$ cat config.mk
export PLATFORM = sky130hd
export DESIGN_NAME = lin_hdr_detect
export DESIGN_NICKNAME = d
export VERILOG_FILES = /design/src/rtl/lin_hdr_pkg.sv /design/src/rtl/lin_rx_sync.sv /design/src/rtl/lin_break_det.sv /design/src/rtl/lin_sync_meas.sv /design/src/rtl/lin_hdr_detect.sv
export SDC_FILE = /design/constraint.sdc
export NUM_CORES = 1
export LEC_CHECK = 0
export ABC_AREA = 1
export BUFFER_PORTS_ARGS = -buffer_cell sky130_fd_sc_hd__buf_2
export CORE_MARGIN = 2
export CORE_UTILIZATION = 25
export CTS_CLUSTER_DIAMETER = 150
export CTS_CLUSTER_SIZE = 14
export DETAILED_ROUTE_END_ITERATION = 16
export HOLD_SLACK_MARGIN = 0.15
export PLACE_DENSITY_LB_ADDON = 0.08
export SKIP_LAST_GASP = 1
export SYNTH_ARGS = -nofsm -noshare
export SYNTH_HDL_FRONTEND = slang
export SYNTH_SLANG_ARGS = --single-unit
$ cat constraint.sdc
create_clock -name clk -period 4.27 [get_ports clk]
set_clock_uncertainty 0.15 [all_clocks]
set_input_delay 0.427 -clock clk [delete_from_list [all_inputs] [get_ports clk]]
set_output_delay 0.427 -clock clk [all_outputs]
set_load 0.005 [all_outputs]
$ cat src/rtl/lin_hdr_pkg.sv
package lin_hdr_pkg;
  typedef enum logic [1:0] {
    ST_IDLE  = 2'd0,
    ST_ARMED = 2'd1,
    ST_COUNT = 2'd2
  } meas_st_t;

  localparam int unsigned BREAK_BITS = 11;
  localparam int unsigned SYNC_EDGES = 5;
endpackage

$ cat src/rtl/lin_rx_sync.sv
module lin_rx_sync (
  input  logic clk,
  input  logic rst_n,
  input  logic rx_raw,
  output logic rx_s,
  output logic fall,
  output logic rise
);
  logic s1, s2, d;

  // Idle-high reset keeps a spurious edge from appearing after reset.
  always_ff @(posedge clk or negedge rst_n) begin
    if (!rst_n) begin
      s1 <= 1'b1;
      s2 <= 1'b1;
      d  <= 1'b1;
    end else begin
      s1 <= rx_raw;
      s2 <= s1;
      d  <= s2;
    end
  end

  assign rx_s = s2;
  assign fall = d & ~s2;
  assign rise = ~d & s2;
endmodule

$ cat src/rtl/lin_break_det.sv
module lin_break_det #(
  parameter int unsigned BP_W = 8
) (
  input  logic            clk,
  input  logic            rst_n,
  input  logic            en,
  input  logic            rx_s,
  input  logic            rise,
  input  logic [BP_W-1:0] bit_period,
  output logic            brk_evt
);
  import lin_hdr_pkg::*;
  localparam int unsigned LW = BP_W + 4;

  logic [LW-1:0] lowcnt;
  logic [LW-1:0] thresh;

  assign thresh = LW'(bit_period) * LW'(BREAK_BITS);

  always_ff @(posedge clk or negedge rst_n) begin
    if (!rst_n)               lowcnt <= '0;
    else if (!en || rx_s)     lowcnt <= '0;
    else if (lowcnt != '1)    lowcnt <= lowcnt + 1'b1;
  end

  // lowcnt still holds the finished low run in the cycle the rise is seen.
  assign brk_evt = en & rise & (lowcnt >= thresh);

  p_break_on_high_r2: assert property (@(posedge clk) disable iff (!rst_n)
    brk_evt |-> rx_s);
endmodule

$ cat src/rtl/lin_sync_meas.sv
module lin_sync_meas #(
  parameter int unsigned BP_W  = 8,
  parameter int unsigned CNT_W = 16
) (
  input  logic             clk,
  input  logic             rst_n,
  input  logic             en,
  input  logic             rx_s,
  input  logic             fall,
  input  logic             brk_evt,
  input  logic [BP_W-1:0]  bit_period,
  input  logic             clr,
  output logic             sync_edge_o,
  output logic [CNT_W-1:0] meas_count_o,
  output logic             meas_valid_o
);
  import lin_hdr_pkg::*;
  localparam int unsigned HW = BP_W + 2;

  meas_st_t         state;
  logic [2:0]       ecnt;
  logic [CNT_W-1:0] cyc;
  logic [HW-1:0]    hicnt;
  logic [HW-1:0]    tmo;
  logic             last_edge;

  assign tmo       = {1'b0, bit_period, 1'b0};
  assign last_edge = fall && (ecnt == 3'(SYNC_EDGES - 1));

  always_ff @(posedge clk or negedge rst_n) begin
    if (!rst_n) begin
      state        <= ST_IDLE;
      ecnt         <= '0;
      cyc          <= '0;
      hicnt        <= '0;
      sync_edge_o  <= 1'b0;
      meas_count_o <= '0;
      meas_valid_o <= 1'b0;
    end else begin
      sync_edge_o <= 1'b0;
      if (clr) meas_valid_o <= 1'b0;
      if (!en) begin
        state <= ST_IDLE;
      end else if (brk_evt) begin
        state <= ST_ARMED;
        ecnt  <= '0;
        cyc   <= '0;
        hicnt <= '0;
      end else begin
        case (state)
          ST_ARMED: begin
            if (fall) begin
              state       <= ST_COUNT;
              ecnt        <= 3'd1;
              cyc         <= CNT_W'(1);
              hicnt       <= '0;
              sync_edge_o <= 1'b1;
            end else if (rx_s) begin
              if (hicnt > tmo) state <= ST_IDLE;
              else             hicnt <= hicnt + 1'b1;
            end else begin
              hicnt <= '0;
            end
          end
          ST_COUNT: begin
            if (last_edge) begin
              sync_edge_o  <= 1'b1;
              meas_count_o <= cyc;
              meas_valid_o <= 1'b1;
              state        <= ST_IDLE;
            end else if (cyc == '1) begin
              state <= ST_IDLE;
            end else begin
              cyc <= cyc + 1'b1;
              if (fall) begin
                ecnt  <= ecnt + 1'b1;
                hicnt <= '0;
              end else if (rx_s) begin
                if (hicnt > tmo) state <= ST_IDLE;
                else             hicnt <= hicnt + 1'b1;
              end else begin
                hicnt <= '0;
              end
            end
          end
          default: state <= ST_IDLE;
        endcase
      end
    end
  end

  p_strobe_pulse_r4: assert property (@(posedge clk) disable iff (!rst_n)
    sync_edge_o |=> !sync_edge_o);
  p_idle_quiet_r4: assert property (@(posedge clk) disable iff (!rst_n)
    (state == ST_IDLE && !brk_evt) |=> !sync_edge_o);
  p_valid_at_fifth_r5: assert property (@(posedge clk) disable iff (!rst_n)
    $rose(meas_valid_o) |-> sync_edge_o);
  p_count_live_r7: assert property (@(posedge clk) disable iff (!rst_n)
    (state == ST_COUNT) |-> (cyc != '0));
  p_en_off_r8: assert property (@(posedge clk) disable iff (!rst_n)
    !en |=> !sync_edge_o);
endmodule

$ cat src/rtl/lin_hdr_detect.sv
module lin_hdr_detect #(
  parameter int unsigned BP_W  = 8,
  parameter int unsigned CNT_W = 16
) (
  input  logic             clk,
  input  logic             rst_n,
  input  logic             en,
  input  logic             rx_raw,
  input  logic [BP_W-1:0]  bit_period,
  input  logic             flag_clr,
  output logic             brk_flag,
  output logic             sync_edge,
  output logic [CNT_W-1:0] meas_cycles,
  output logic             meas_valid
);
  logic rx_s, fall, rise, brk_evt;

  lin_rx_sync u_sync (
    .clk(clk), .rst_n(rst_n), .rx_raw(rx_raw),
    .rx_s(rx_s), .fall(fall), .rise(rise)
  );

  lin_break_det #(.BP_W(BP_W)) u_brk (
    .clk(clk), .rst_n(rst_n), .en(en), .rx_s(rx_s), .rise(rise),
    .bit_period(bit_period), .brk_evt(brk_evt)
  );

  lin_sync_meas #(.BP_W(BP_W), .CNT_W(CNT_W)) u_meas (
    .clk(clk), .rst_n(rst_n), .en(en), .rx_s(rx_s), .fall(fall),
    .brk_evt(brk_evt), .bit_period(bit_period), .clr(flag_clr),
    .sync_edge_o(sync_edge), .meas_count_o(meas_cycles),
    .meas_valid_o(meas_valid)
  );

  always_ff @(posedge clk or negedge rst_n) begin
    if (!rst_n)        brk_flag <= 1'b0;
    else if (brk_evt)  brk_flag <= 1'b1;
    else if (flag_clr) brk_flag <= 1'b0;
  end

  p_flag_hold_r3: assert property (@(posedge clk) disable iff (!rst_n)
    (brk_flag && !flag_clr) |=> brk_flag);
  p_set_wins_r3: assert property (@(posedge clk) disable iff (!rst_n)
    brk_evt |=> brk_flag);
endmodule

# [Word level (Yosys, flattened, before mapping)]
# Cells that the tools add are included.
# W data, S select, Z words.
[classes] n_mux=41 n_bitwise=7 add_sub_neg=4 n_lt_le_gt_ge=2 n_mul=1 n_eq_ne=10 reduce_logical=10
[op_table] cell="$mux W16" count=4
[op_table] cell="$mux W10" count=6
[op_table] cell="$pmux W16 S2" count=1
[op_table] cell="$mux W12" count=2
[op_table] cell="$pmux W10 S2" count=1
[op_table] cell="$add A16 B1 Y16 const B" count=1
[op_table] cell="$eq A16 B16 Y1 const B" count=1
[op_table] cell="$mux W2" count=8
[op_table] cell="$mux W3" count=5
[op_table] cell="$add A12 B1 Y12 const B" count=1
[op_table] cell="$ge A12 B12 Y1" count=1
[op_table] cell="$mul A8 B4 Y12 const B" count=1
[op_table] cell="$ne A12 B12 Y1 const B" count=1
[op_table] cell="$mux W1" count=11
[op_table] cell="$add A10 B1 Y10 const B" count=1
[op_table] cell="$gt A10 B9 Y1" count=1
[op_table] cell="$reduce_and A4 Y1" count=2
[op_table] cell="$ne A3 B2 Y1 const B" count=2
[op_table] cell="$ne A3 B3 Y1 const B" count=2
[op_table] cell="$ne A6 B6 Y1 const B" count=1
[op_table] cell="$pmux W3 S2" count=1
[op_table] cell="$reduce_and A6 Y1" count=1
[op_table] cell="$reduce_and A5 Y1" count=1
[op_table] cell="$and A1 B1 Y1" count=4
[op_table] cell="12 further kinds" count=15
[totals] ff_bits=65 elab_cells=87 input_bits=13 out_inout_bits=19

# [Depth between registers and ports, before layout]
# Gate-level depths: netlist of run 1.
[logic_depth] depth_word=9 ltp_mapped=28 ltp_nobuf=26

# [Modules after synthesis]
# From an unflattened synthesis of run 1, not the netlist that was laid out.
[unflattened] hier_cells=650 hier_area_um2=4926.0
[by_module_without_submodules] module="lin_sync_meas" seq_area_each_um2=1226.2 cells_per_inst=400 area_each_um2=3118.0 instances=1
[by_module_without_submodules] module="lin_break_det" seq_area_each_um2=300.3 cells_per_inst=238 area_each_um2=1674.1 instances=1
[by_module_without_submodules] module="lin_rx_sync" seq_area_each_um2=78.8 cells_per_inst=7 area_each_um2=93.8 instances=1
[by_module_without_submodules] module="lin_hdr_detect" seq_area_each_um2=25.0 cells_per_inst=5 area_each_um2=40.0 instances=1

# [Worst setup path after synthesis of run 1]
# Ideal clock, no wire load.
[synth_path] path_kind="input -> register" from="input bit_period[1]" to="register u_meas.hicnt[6]" n_path_buf=2 arrival_time_ns=3.658 path_stages=25 path_slack_ns=0.345 setup_time_ns=0.117 path_cell_list="ha_1 fa_1 ha_1 a21o_1 nand2_1 nand2_1 a21oi_1 o21ai_0 nand2_1 nand2_1 nand2_1 nand2_1 ha_1 nand2_1 nor2_1 and2_1 nand2_1 nand4_1 nand2_1 buf_4 inv_2 buf_4 nor2_1 nand3_1 nand2_1"
[synth_between] elab_chain_cells=8 elab_cells_between_ends=15 cone_classes="mul (1); order compare (2); eq/ne (2); mux (7); bitwise (1); reduce/logical (2)"
[synth_lines] item="start, declared" line="lin_hdr_detect.sv:9" source="input logic [BP_W-1:0] bit_period,"
[synth_lines] item="branches (longest 8 deep; another with $mul A8 B4 Y12)"
[synth_lines] item="end signal, assigned" line="lin_sync_meas.sv:60" source="else hicnt <= hicnt + 1'b1;"
[synth_lines] item="end signal, assigned" line="lin_sync_meas.sv:80" source="else hicnt <= hicnt + 1'b1;"
[synth_lines] item="end, declared" line="lin_sync_meas.sv:23" source="logic [HW-1:0] hicnt;"
# Several ways; the timed one is not identified. The select of a mux whose other input is x is not followed.
# A chain may end at the register's enable or synchronous reset.

# [Worst setup path after layout of run 1]
[layout_path] from="input bit_period[2]" to="register u_meas.hicnt[0]"
# The elaborated chain is that of the path after synthesis.

==> impl_metrics.toml, run 1 <==
[status]
status = "completed"

[yosys]
yosysWarnings = 0
syn_inst = 703
yosysSeqAreaShare = 0.329
syn_area_per_cell_um2 = 7.05
synth_seq_cells = 65
syn-cell-area_um2 = 4960
yosysUniqueCellTypes = 39
syn_nets = 768

[die]
die_h_um = 145
ios = 32
rows = 51
die_w_um = 145
initial_utilization = 0.255
core_area_um2 = 19500
die-area_um2 = 21000

[placed_design]
pre_cts_ws_ps = -138
placed_cell_area_um2 = 5720
dpl.hpwl_um = 10600
gp_congestion = 0.813
port-buffer-count = 31
dp_cells = 1024

[clock_tree]
cts.sinks = 65
clockRootBuffer = "clkbuf_16"
numCtsBuffers = 9
path_clk_slew_ps = 60
clockBufferDepth = 2
cts_tree = "built"
clock_latency_ps = 340
cts_htree_levels = 3

[critical_path]
worstPathMaxFanout = 10
r2r_cells = 9
startpoint = "bit_period[2]"
r2r_slack_ps = 1700
cpMostUsedCell = "nand2_1"
required_ps = 4350
cp_slowest_stage_delay_ps = 500
crit_type = "in2reg"
worst_setup_path_start_kind = "primary input"
cp-end-kind = "flop"
worstPathArrival_ps = 3960
r2r-start = "u_sync.rx_s$_DFF_PN1_"
r2r-end = "u_meas.cyc[6]$_DFFE_PN0P_"
crit_path_top_delay_cell = "fa_1"

[power_and_ir_drop]
clockPowerShare = 0.457
p_per_area_nw_per_um2 = 285
switching_share = 0.286
internal_power_w = 0.00123
p_comb_frac = 0.174
power_leakage_nw = 3.21
pwr-share-seq = 0.369
switchingPower_w = 0.000493
vdd_ir_drop_max_mv = 0.170

[min_path]
hp-class = "in2async"

[layout]
syn_to_final_growth_pct = 22.3
fin_cells = 1042
final_core_util = 0.311
nets = 837
final_common_cell = "nand2_1"
drive_gt1_frac = 0.147
n_antenna_cell = 0
final_area_um2 = 6060
layout_common_cells = "nand2_1 (213), inv_1 (90), nand3_1 (76), dfrtp_1 (62), nor2_1 (61)"

[detailed_routing]
drt_pass1_iterations = 4
dr.first_iter.drc_count = 283
viasPerCell = 4.46
routed_wirelength_um = 13800
ant_nets = 0
routedWlPerCell_um = 13.2
num_vias = 4643
route.detailed.drc = 0

[run]
max-cap-violations = 0

[sta]
fin_ws_ps = 387
setup_viol = 0
slew_violations = 0
max-slew-margin-rel = 0.293
period_share = 0.909
timing.fmax_mhz = 258
finalHoldViolations = 0
period_needed_ps = 3880
worst_pin_slew_ps = 1060

[global_route]
grt_antenna_before_repair = 0
grt_pass1_wl_um = 23800
first_global_vias = 4634
grt_max_degree = 42
grt.overflow.total = 0
grt_usage = 0.145
-- sequential cells by signal, indices dropped and copies added, names as in the netlist --
name and cells:
u_meas.cyc 16, u_meas.meas_count_o 16, u_brk.lowcnt 12, u_meas.hicnt 10
u_meas.ecnt 3, u_meas.state 2, brk_flag 1, u_meas.meas_valid_o 1
u_meas.sync_edge_o 1, u_sync.d 1, u_sync.rx_s 1, u_sync.s1 1
-- final cells by class --
| type | instances | area (um^2) |
|---|---|---|
| Fill cell | 2127 | 13400 |
| Multi-Input combinational cell | 528 | 2890 |
| Sequential cell | 65 | 1630 |
| Timing Repair Buffer | 76 | 549 |
| Inverter | 92 | 345 |
| Tap cell | 265 | 332 |
| Clock buffer | 10 | 239 |
| Clock inverter | 6 | 73.8 |
-- cell usage after synthesis --
master | instances | area [um^2]
nand3_2 | 1 | 10.0
nand2_1 | 214 | 803
nor3_1 | 12 | 60.1
a22oi_1 | 1 | 7.51
inv_1 | 90 | 338
and2_1 | 1 | 6.26
clkbuf_1 | 6 | 22.5
nor4_1 | 3 | 18.8
o211ai_1 | 1 | 7.51
nand3b_1 | 5 | 37.5
nand2_2 | 2 | 12.5
o211a_1 | 1 | 10.0
a21oi_1 | 17 | 85.1
a211oi_1 | 1 | 7.51
or2_2 | 5 | 31.3
nand3_4 | 1 | 17.5
a21o_1 | 5 | 37.5
a31oi_1 | 2 | 12.5
inv_2 | 2 | 7.51
nor2_1 | 62 | 233
o21bai_1 | 2 | 15.0
o21ai_0 | 32 | 160
o31ai_1 | 1 | 7.51
o311ai_0 | 1 | 8.76
buf_6 | 1 | 11.3
buf_2 | 7 | 35.0
nand4_1 | 12 | 75.1
o21ai_1 | 1 | 5.00
xnor2_1 | 1 | 8.76
xor2_1 | 10 | 87.6
nand3_1 | 76 | 380
dfstp_2 | 3 | 78.8
nand2_4 | 1 | 11.3
dfrtp_1 | 62 | 1550
fa_1 | 5 | 100
nor2_2 | 4 | 25.0
ha_1 | 47 | 588
nor2_4 | 1 | 11.3
buf_4 | 4 | 30.0
-- power by group through the flow --
stage / registers, W / logic, W / clock network (W)
after floorplan: 0.000641 / 0.000178 / 0
after global placement: 0.000648 / 0.000298 / 0
after detailed placement: 0.000649 / 0.000298 / 0
after CTS: 0.000637 / 0.000302 / 0.000812
after global routing: 0.000639 / 0.000352 / 0.000840
final: 0.000637 / 0.000299 / 0.000788
-- worst max-delay path, delay by kind of cell --
family / cells / cell delay, ps
AND/OR/NAND/NOR: 16 / 1210
adder cells (fa/ha/maj): 4 / 1390
AO/OA/AOI/OAI: 3 / 320
buffers and inverters: 6 / 600
-- worst max-delay path by stage --
stage / to / slack [ps] / cells past startpoint
6_report: u_meas.hicnt[0]$_DFFE_PN0P_ / 390 / 29
5_1_grt: u_meas.hicnt[0]$_DFFE_PN0P_ / -10 / 29
4_1_cts: u_meas.hicnt[2]$_DFFE_PN0P_ / 210 / 24
3_5_place_dp: u_meas.hicnt[0]$_DFFE_PN0P_ / -140 / 26
3_3_place_gp: u_meas.hicnt[2]$_DFFE_PN0P_ / -80 / 26
2_1_floorplan: u_meas.hicnt[6]$_DFFE_PN0P_ / 340 / 25
-- per-layer routing --
metal | part of all wire | track usage
met5 | 0 | 0
met4 | 0.016 | 0.0455
met3 | 0.023 | 0.0227
met2 | 0.43 | 0.226
met1 | 0.54 | 0.206
-- cell families (layout without fill, tap and decap cells) --
kind of cell	after synthesis	after routing	share of synthesized area
AO/OA/AOI/OAI	65	65	0.0735
XOR/XNOR	11	11	0.0194
adder cells (fa/ha/maj)	52	52	0.139
buffers and inverters	110	184	0.0896
flip-flops	65	65	0.329
AND/OR/NAND/NOR	400	400	0.350
-- per-stage QoR --
step | total power, W | setup TNS, ps | hold WS [ps]
floorplan | 0.000820 | 0 | -18.6
global placement | 0.000947 | -1230 | 199
detailed placement | 0.000946 | -3170 | 202
CTS | 0.00175 | 0 | 164
global route | 0.00183 | -19.4 | 179
finish | 0.00172 | 0 | 107
-- repair_timing --
| item | in CTS | in global routing |
|---|---|---|
| endpoints found under the hold margin | 1 | 0 |
| buffers inserted | 0 | 1 |
| hold buffers | 1 | 0 |
| setup endpoints to repair | 0 | 47 |
| resized for setup | 0 | 5 |
Power figures use the tool's default switching activity.
==> run 2, diff against run 1 <==
Settings changed: CAP_MARGIN from default to 20, SETUP_SLACK_MARGIN from default to 0.3, SYNTH_HIERARCHICAL from default to 1.
==> run 2 against run 1 <==
Clock-buffer cell count unchanged. Combinational power is 36% higher. Synthesized cell count is 7.5% lower. Critical path type unchanged. Critical endpoint is now u_meas/hicnt[3]$_DFFE_PN0P_. Largest power group unchanged. Highest routed layer unchanged.
==> impl_metrics.toml, run 2 <==
[die]
initial_utilization = 0.254
die_h_um = 144
ios = 32
die_w_um = 144
rows = 51
die-area_um2 = 20800
core_area_um2 = 19400

[yosys]
async_reset_ff_frac = 1.00
syn_inst = 650
synth-edff-count = 0
yosysTopAreaCell = "dfrtp_1"
yosysSeqAreaShare = 0.331
synthTopCellsByCount = "nand2_1 (157), inv_1 (97), dfrtp_1 (62), ha_1 (47), nor2_1 (47)"
syn_area_per_cell_um2 = 7.58
synth_seq_cells = 65
syn_nets = 715
netlist_top_cells_area = "dfrtp_1 (31%), nand2_1 (12%), ha_1 (12%)"
synth_top_area_share = 0.315
yosysWarnings = 6
syn-cell-area_um2 = 4930
yosysUniqueCellTypes = 39
ys.flop_type = "dfrtp_1"
synth.most_common_cell = "nand2_1"

[clock_tree]
numCtsBuffers = 9
path_clk_slew_ps = 60
clockBufferDepth = 2
clock_latency_ps = 340
cts.sinks = 65
cts_tree = "built"
cts_htree_levels = 3
clockRootBuffer = "clkbuf_16"

[detailed_routing]
routed_wirelength_um = 13400
drt_pass1_iterations = 4
num_vias = 4312
viasPerCell = 4.35
ant_nets = 0
dr.first_iter.drc_count = 130
route.detailed.drc = 0
routedWlPerCell_um = 13.5

[placed_design]
port-buffer-count = 31
dp_cells = 965
dpl.hpwl_um = 9930
gp_congestion = 0.820

[layout]
drive_gt1_frac = 0.281
final_common_cell = "nand2_1"
syn_to_final_growth_pct = 31.1
fin_cells = 992
nets = 787
n_antenna_cell = 0
layout_common_cells = "nand2_1 (140), inv_1 (89), dfrtp_1 (62), nor2_1 (44), nand3_1 (43)"
top_regs = "u_meas/cyc x16, u_meas/meas_count_o x16, u_brk/lowcnt x12"

[sta]
timing.fmax_mhz = 258
period_needed_ps = 3880
worst_pin_slew_ps = 1120
max-slew-margin-rel = 0.247
setup_viol = 0
period_share = 0.908
slew_violations = 0
finalHoldViolations = 0
rsz0062_at_grt = "true"

[power_and_ir_drop]
p_comb_frac = 0.216
p_per_area_nw_per_um2 = 290
switching_share = 0.286
totalPowerFinal_w = 0.00188
switchingPower_w = 0.000537
power_leakage_nw = 3.23
pwr-share-seq = 0.336
vdd_ir_drop_max_mv = 0.200
clockPowerShare = 0.448
internal_power_w = 0.00134

[global_route]
first_global_vias = 4291
grt_usage = 0.137
grt_pass1_wl_um = 22200
grt_max_degree = 40
grt_antenna_before_repair = 0
grt.overflow.total = 0

[run]
max-cap-violations = 0

[critical_path]
crit_path_top_delay_cell = "fa_1"
worst_setup_path_start_kind = "primary input"
worstPathArrival_ps = 3950
cp_num_buf_inv = 7
crit_type = "in2reg"
required_ps = 4350
crit_family = "adder cells"
cp_slowest_stage_delay_ps = 510
worstPathMaxFanout = 6
cp-end-kind = "flop"

[status]
status = "completed"

[min_path]
hp-class = "reg2reg"
-- run 2: cell count changes after synthesis, moves of 7 or more --
cell / previous run / this run
nand2_1: 214 / 157
inv_1: 90 / 97
a21oi_1: 17 / 25
nand3_1: 76 / 45
o21ai_0: 32 / 19
o21ai_2: 0 / 19
nand3_2: 1 / 8
o21ai_1: 1 / 14
nor2_1: 62 / 47
-- run 2: area by class of cell --
class | count | area [um^2]
Inverter | 104 | 400
Clock inverter | 6 | 90.1
Clock buffer | 10 | 239
Fill cell | 2112 | 12900
Timing Repair Buffer | 77 | 653
Sequential cell | 65 | 1630
Tap cell | 265 | 332
Multi-Input combinational cell | 465 | 3110
-- run 2: power groups by stage --
stage / clock network (W) / registers (W) / logic (W)
2_1_floorplan: 0 / 0.000637 / 0.000222
3_3_place_gp: 0 / 0.000640 / 0.000340
3_5_place_dp: 0 / 0.000641 / 0.000343
4_1_cts: 0.000873 / 0.000629 / 0.000346
5_1_grt: 0.000893 / 0.000630 / 0.000461
6_report: 0.000840 / 0.000629 / 0.000406
-- run 2: path summary, 6_finish.rpt --
check | cells after the start | endpoint | slack, ps | startpoint
worst max-delay path | 27 | u_meas/hicnt[3]$_DFFE_PN0P_ | 390 | bit_period[4]
max in group asynchronous | 4 | u_meas/cyc[15]$_DFFE_PN0P_ | 2670 | rst_n
worst min register to register | 0 | u_sync/rx_s$_DFF_PN1_ | 210 | u_sync/s1$_DFF_PN1_
worst min-delay path | 0 | u_sync/rx_s$_DFF_PN1_ | 210 | u_sync/s1$_DFF_PN1_
worst max register to register | 11 | u_meas/hicnt[5]$_DFFE_PN0P_ | 1500 | u_sync/d$_DFF_PN1_
min in group asynchronous | 2 | u_meas/hicnt[7]$_DFFE_PN0P_ | 380 | rst_n
-- run 2: metrics by stage --
stage	hold slack, ps	worst slack [ps]	TNS, ps	cell area (um^2)	util
2_1_floorplan	-18.6	291	0	5030	-
5_1_grt	214	183	0	6460	0.333
3_5_place_dp	200	-77.4	-792	5740	0.296
4_1_cts	168	315	0	6100	0.314
6_report	208	395	0	6460	0.333
3_3_place_gp	198	-29.8	-171	5740	0.296
-- run 2: cell families (layout without fill, tap and decap cells) --
kind of cell             after synthesis  count (layout)  synth area share
AO/OA/AOI/OAI                         81              81            0.0988
XOR/XNOR                              13              13            0.0231
adder cells (fa/ha/maj)               52              52             0.140
buffers and inverters                120             197             0.100
flip-flops                            65              65             0.331
AND/OR/NAND/NOR                      319             319             0.307
-- run 2: worst reg2reg max path: cells and delay by family (launching register included) --
family | cells | cell delay (ps)
simple gates | 7 | 1610
flops | 1 | 530
buf+inv | 3 | 310
compound gates | 1 | 50
-- run 2: timing repair --
action,4_1_cts,5_1_grt
endpoints found under the hold margin,2,10
endpoints found under the setup margin,8,48
pin swaps,0,35
resized for setup,1,66
hold buffers,2,1
buffers inserted,0,6
cloned,0,1
-- run 2: routing by layer --
| metal | track usage | vias up | wire length (um) |
|---|---|---|---|
| li1 | - | 2254 | - |
| met1 | 0.190 | 2011 | 6970 |
| met2 | 0.215 | 30 | 5970 |
| met3 | 0.0238 | 17 | 243 |
| met4 | 0.0506 | 0 | 261 |
| met5 | 0 | - | 0 |
